===== config.mk =====
export PLATFORM = sky130hd
export DESIGN_NAME = bht_predictor
export DESIGN_NICKNAME = d
export VERILOG_FILES = /design/src/rtl/bht_pkg.sv /design/src/rtl/bht_index.sv /design/src/rtl/bht_state_next.sv /design/src/rtl/bht_stats.sv /design/src/rtl/bht_predictor.sv
export SDC_FILE = /design/constraint.sdc
export NUM_CORES = 1
export LEC_CHECK = 0
export BUFFER_PORTS_ARGS = -buffer_cell sky130_fd_sc_hd__buf_2
export CAP_MARGIN = 40
export CORE_AREA = 2 2 110 191
export CTS_CLUSTER_DIAMETER = 200
export DETAILED_ROUTE_END_ITERATION = 12
export DIE_AREA = 0 0 112 193
export PLACE_DENSITY = 0.65
export SYNTH_ARGS = -nofsm -noshare
export SYNTH_HDL_FRONTEND = slang
export SYNTH_SLANG_ARGS = --single-unit

===== constraint.sdc =====
create_clock -name clk -period 10 [get_ports clk]
set_input_delay 1 -clock clk [delete_from_list [all_inputs] [get_ports clk]]
set_output_delay 1 -clock clk [all_outputs]
set_load 0.03 [all_outputs]

===== src/rtl/bht_pkg.sv =====
// Package: shared constants and helpers for the branch history table.
// Assumes the history width is 1 or 2 bits.
package bht_pkg;
    localparam logic [1:0] CNT_STRONG_NT = 2'b00;
    localparam logic [1:0] CNT_WEAK_NT   = 2'b01;
    localparam logic [1:0] CNT_WEAK_T    = 2'b10;
    localparam logic [1:0] CNT_STRONG_T  = 2'b11;

    // Reset value of one entry, given its width.
    function automatic logic [1:0] entry_reset(input int hist_bits);
        return (hist_bits == 2) ? CNT_WEAK_NT : 2'b00;
    endfunction
endpackage


===== src/rtl/bht_index.sv =====
// Module: turns a byte address into a table index.
// Assumes instructions are word aligned: bits [1:0] are dropped,
// and bits above the index slice are dropped (no tag).
module bht_index #(
    parameter int ADDR_W = 32,
    parameter int IDX_W  = 6
) (
    input  logic [ADDR_W-1:0] pc,
    output logic [IDX_W-1:0]  idx
);
    // Take the word-address slice used as the index.
    always_comb begin
        idx = pc[IDX_W+1:2];
    end
endmodule


===== src/rtl/bht_state_next.sv =====
// Module: prediction and next state of one table entry.
// HIST_BITS selects a last-outcome bit (1) or a saturating counter (2).
module bht_state_next #(
    parameter int HIST_BITS = 2
) (
    input  logic [HIST_BITS-1:0] cur,
    input  logic                 taken,
    output logic [HIST_BITS-1:0] nxt,
    output logic                 pred
);
    import bht_pkg::*;

    generate
        if (HIST_BITS == 1) begin : g_last
            // The stored bit is both the guess and the history.
            always_comb begin
                pred = cur[0];
                nxt  = taken;
            end
        end else begin : g_sat
            // Saturating up/down counter; the MSB is the guess.
            always_comb begin
                pred = cur[HIST_BITS-1];
                nxt  = cur;
                if (taken && cur != CNT_STRONG_T)
                    nxt = cur + 2'd1;
                else if (!taken && cur != CNT_STRONG_NT)
                    nxt = cur - 2'd1;
            end
        end
    endgenerate
endmodule


===== src/rtl/bht_stats.sv =====
// Module: lookup and misprediction counters.
// Assumes wrap-around at 2^CNT_W is acceptable.
module bht_stats #(
    parameter int CNT_W = 16
) (
    input  logic             clk,
    input  logic             rst_n,
    input  logic             lk_event,
    input  logic             miss_event,
    output logic [CNT_W-1:0] n_lookups,
    output logic [CNT_W-1:0] n_miss
);
    // Count lookups and wrong guesses.
    always_ff @(posedge clk) begin
        if (!rst_n) begin
            n_lookups <= '0;
            n_miss    <= '0;
        end else begin
            if (lk_event)   n_lookups <= n_lookups + 1'b1;
            if (miss_event) n_miss    <= n_miss + 1'b1;
        end
    end

    p_lookup_count_r8: assert property (@(posedge clk) disable iff (!rst_n)
        lk_event |=> n_lookups == $past(n_lookups) + 1'b1)
        else $error("R8 lookup count did not step");
    p_lookup_hold_r8: assert property (@(posedge clk) disable iff (!rst_n)
        !lk_event |=> $stable(n_lookups))
        else $error("R8 lookup count moved without lookup");
    p_miss_hold_r9: assert property (@(posedge clk) disable iff (!rst_n)
        !miss_event |=> $stable(n_miss))
        else $error("R9 miss count moved without miss");
endmodule


===== src/rtl/bht_predictor.sv =====
// Module: untagged branch history table with one lookup port and one
// update port. The lookup is combinational. Updates land on the clock
// edge, so a same-cycle lookup sees the old entry. Assumes word-aligned
// branch addresses and HIST_BITS of 1 or 2.
module bht_predictor #(
    parameter int ADDR_W    = 32,
    parameter int IDX_W     = 6,
    parameter int HIST_BITS = 2,
    parameter int CNT_W     = 16
) (
    input  logic              clk,
    input  logic              rst_n,
    input  logic              lk_valid,
    input  logic [ADDR_W-1:0] lk_pc,
    output logic              lk_pred,
    input  logic              upd_valid,
    input  logic [ADDR_W-1:0] upd_pc,
    input  logic              upd_taken,
    output logic [CNT_W-1:0]  stat_lookups,
    output logic [CNT_W-1:0]  stat_mispred
);
    import bht_pkg::*;

    localparam int DEPTH = 1 << IDX_W;
    localparam logic [HIST_BITS-1:0] RST_VAL = HIST_BITS'(entry_reset(HIST_BITS));

    logic [HIST_BITS-1:0] table_q [DEPTH];
    logic [IDX_W-1:0]     lk_idx, upd_idx;
    logic [HIST_BITS-1:0] lk_state, upd_state, upd_next, lk_unused_nxt;
    logic                 upd_pred;

    bht_index #(.ADDR_W(ADDR_W), .IDX_W(IDX_W)) u_lk_idx  (.pc(lk_pc),  .idx(lk_idx));
    bht_index #(.ADDR_W(ADDR_W), .IDX_W(IDX_W)) u_upd_idx (.pc(upd_pc), .idx(upd_idx));

    // Read both ports from the stored table.
    always_comb begin
        lk_state  = table_q[lk_idx];
        upd_state = table_q[upd_idx];
    end

    bht_state_next #(.HIST_BITS(HIST_BITS)) u_lk_state (
        .cur(lk_state), .taken(1'b0), .nxt(lk_unused_nxt), .pred(lk_pred));
    bht_state_next #(.HIST_BITS(HIST_BITS)) u_upd_state (
        .cur(upd_state), .taken(upd_taken), .nxt(upd_next), .pred(upd_pred));

    // Reset every entry, or write the resolved outcome into one entry.
    always_ff @(posedge clk) begin
        if (!rst_n) begin
            for (int i = 0; i < DEPTH; i++) table_q[i] <= RST_VAL;
        end else if (upd_valid) begin
            table_q[upd_idx] <= upd_next;
        end
    end

    bht_stats #(.CNT_W(CNT_W)) u_stats (
        .clk(clk), .rst_n(rst_n),
        .lk_event(lk_valid),
        .miss_event(upd_valid && (upd_pred != upd_taken)),
        .n_lookups(stat_lookups), .n_miss(stat_mispred));

    generate
        if (HIST_BITS == 1) begin : g_chk_last
            p_follow_last_r3: assert property (@(posedge clk) disable iff (!rst_n)
                upd_valid |=> table_q[$past(upd_idx)][0] == $past(upd_taken))
                else $error("R3 entry does not hold last outcome");
        end else begin : g_chk_sat
            p_sat_high_r4: assert property (@(posedge clk) disable iff (!rst_n)
                (upd_valid && upd_taken && upd_state == CNT_STRONG_T)
                |=> table_q[$past(upd_idx)] == CNT_STRONG_T)
                else $error("R4 counter left upper limit");
            p_sat_low_r4: assert property (@(posedge clk) disable iff (!rst_n)
                (upd_valid && !upd_taken && upd_state == CNT_STRONG_NT)
                |=> table_q[$past(upd_idx)] == CNT_STRONG_NT)
                else $error("R4 counter left lower limit");
        end
    endgenerate
endmodule


==> flow_summary.ini <==
[routing]
drtIter0Drc = 693
routedWlPerCell_um = 21.5
drt_pass1_iterations = 7
met3WireLength_um = 1290
m1WireLength_um = 8270
top_layer = met4
vias = 6515
drc_errors = 0
antenna_left = 0
avgViaCountPerCell = 6.00
drt_wl_total_um = 23400
met2WireLength_um = 12600

[floorplan]
start_util = 0.439
die_area_um2 = 21600
rows = 69
die_x_um = 112
die_y_um = 193
io-pin-count = 102
core_um2 = 20200

[logic_synthesis]
synth_edf_count = 128
ys_seq_elements = 160
yosysUniqueCellTypes = 55
synth_top_flop_cell = edfxtp_1
synthArstFlopShare = 0
synth_area_um2 = 8870
syn_avg_cell_area_um2 = 10.8
yosysSeqAreaShare = 0.506
synthCells = 818
syn_nets = 891
ys_warn_count = 0

[setup_path]
critical_path_class = in -> reg
reg2reg_setup_slack_ns = 6.22
slowest_delay_ns = 0.63
cp-end-kind = flop
r2r-start = table_q[60][1]
r2r_end = table_q[26][0]
r2r_cells = 12
cp.arrival_ns = 5.27
start_kind = primary input
cpMostUsedCell = buf_4
crit_end = table_q[26][0]
crit_chain = buf_2 > buf_4 > mux4_2 > mux2i_1 > nor2_1 > nand4b_1 > nor3_1 > buf_4 > inv_1 > ha_1 > mux2i_1 > xnor2_4 > buf_4 > nand3_1
critPathMaxFanout = 64
crit_slowest_cell = buf_4
crit_start = upd_pc[2]
required_ns = 10.14

[timing]
fin_setup_tns_ns = 0
hold_viol_final = 0
finalSetupViolations = 0
max_slew_margin = 0.430
fmax_ghz = 0.195
rsz0062_at_grt = no
worst_clock_skew_ns = 0.0135
min_period_ns = 5.12
tightest_slew_ns = 0.855
fin_crit_sh = 0.512
drv_slew = 0
holdWs_ns = 0.468

[grt]
grt_overflow = 0
grt_pass1_wl_um = 35800
grt_max_degree = 65
antenna_found_initial = 0
grt_pass1_vias = 6448
grt_usage = 0.222

[finish]
layout-drive-gt1-share = 0.167
mostFrequentLayoutCells = edfxtp_1 (128), nand2_1 (108), nor2_1 (63)
fin_nets = 897
regArea_um2 = 4480
n_fill_cell = 1905
multiInputGateArea_um2 = 3980
diodes = 0
layout_commonest_cell = edfxtp_1
area_growth_pct = 9.40
final_util = 0.480
finish.instance_area_um2 = 9700
stdcell_count = 1085

[clock_network]
insertion_delay_ns = 0.44
postCtsSetupRepairBufs = 0
cts.sinks = 160
cts.repair.resized = 0
h-tree-depth = 4
cts_made_buffers = 17
clockRootBuffer = clkbuf_16
hold_buffers = 0
clockBufferDepth = 2
clk_pin_slew_ns = 0.06
cts_tree = built

[place]
port_buffers = 49
gp_congestion = 0.849
dp_cells = 1053
hpwl_um = 15800
placed_area_um2 = 9170

[hold_path]
whs_path_depth = 2
min_path_type = reg -> reg

[power]
p_leak_uw = 0.00337
ir_drop_uv = 97.9
power_density_nw_per_um2 = 160

[run]
maxCapViolations = 0

[status]
status = completed
[registers in the layout (all words and copies together) (netlist names)]
signal,count
table_q,128
u_stats.n_lookups,16
u_stats.n_miss,16
[layer usage]
layer / up-vias / GRT usage
li1: 3010 / -
met5: - / 0
met1: 3186 / 0.238
met4: 0 / 0.126
met2: 251 / 0.410
met3: 68 / 0.0391
[synthesized netlist by cell type (2+ instances only)]
cell type	instances	area share
nor2b_1	6	0.0042
xor2_1	3	0.0030
nand4b_1	2	0.0020
nand2b_1	23	0.016
buf_1	2	0.00085
nand2_1	108	0.046
nor3_1	55	0.031
nor3b_1	2	0.0017
xnor2_1	12	0.012
inv_1	4	0.0017
o21bai_1	2	0.0017
mux2_2	4	0.0051
o22ai_1	3	0.0021
and3_1	11	0.0078
mux2i_1	53	0.060
buf_6	8	0.010
nand3_1	53	0.030
a221oi_1	4	0.0040
nor2_1	63	0.027
nor4_1	2	0.0014
or2_2	3	0.0021
buf_2	15	0.0085
a22oi_1	12	0.010
nand3b_1	4	0.0034
nand4_1	15	0.011
and4_1	3	0.0030
o21ai_0	49	0.028
ha_1	4	0.0056
mux4_2	35	0.089
dfxtp_1	32	0.072
a21oi_1	4	0.0023
edfxtp_1	128	0.43
and2_1	22	0.016
clkbuf_1	49	0.021
buf_4	3	0.0025
[kinds of logic (layout without fill, tap and decap cells)]
group                    Yosys count  after routing  share of synthesized area
AND/OR/NAND/NOR                  378            378                      0.208
flip-flops                       160            160                      0.506
multiplexers                      93             93                      0.157
AO/OA/AOI/OAI                     84             84                     0.0591
buffers and inverters             83            102                     0.0466
XOR/XNOR                          16             16                     0.0179
adder cells (fa/ha/maj)            4              4                    0.00564
[through the flow]
step / total power (uW) / worst slack [ns]
global placement: 964 / 4.45
floorplan: 913 / 5.73
finish: 1550 / 4.88
CTS: 1560 / 4.92
detailed placement: 968 / 4.48
global route: 1600 / 4.62
[power by group]
part / switching [uW] / internal (uW)
clock network: 261 / 332
logic: 155 / 61.1
registers: 8.48 / 731
total: 424 / 1120
[final cells by class]
cell class | instances | area share
Clock inverter | 9 | 0.00593
Sequential cell | 160 | 0.462
Clock buffer | 23 | 0.0484
Multi-Input combinational cell | 575 | 0.410
Inverter | 5 | 0.00193
Timing Repair Buffer | 65 | 0.0395
Tap cell | 248 | 0.0320
[how the worst min path moves through the flow]
stage / startpoint / end / slack (ns)
2_1_floorplan: u_stats.n_miss[15] / u_stats.n_miss[15] / 0.59
3_3_place_gp: u_stats.n_miss[15] / u_stats.n_miss[15] / 0.46
3_5_place_dp: u_stats.n_miss[15] / u_stats.n_miss[15] / 0.46
4_1_cts: u_stats.n_miss[15] / u_stats.n_miss[15] / 0.47
5_1_grt: u_stats.n_miss[15] / u_stats.n_miss[15] / 0.49
6_report: u_stats.n_miss[15] / u_stats.n_miss[15] / 0.47
[worst max-delay path, delay by kind of cell]
kind,cells,cell delay [ns]
buf+inv,5,1.99
xor+xnor,1,0.15
mux,3,1.05
simple gates,4,0.79
fa+ha+maj,1,0.20
Power figures use the tool's default switching activity.
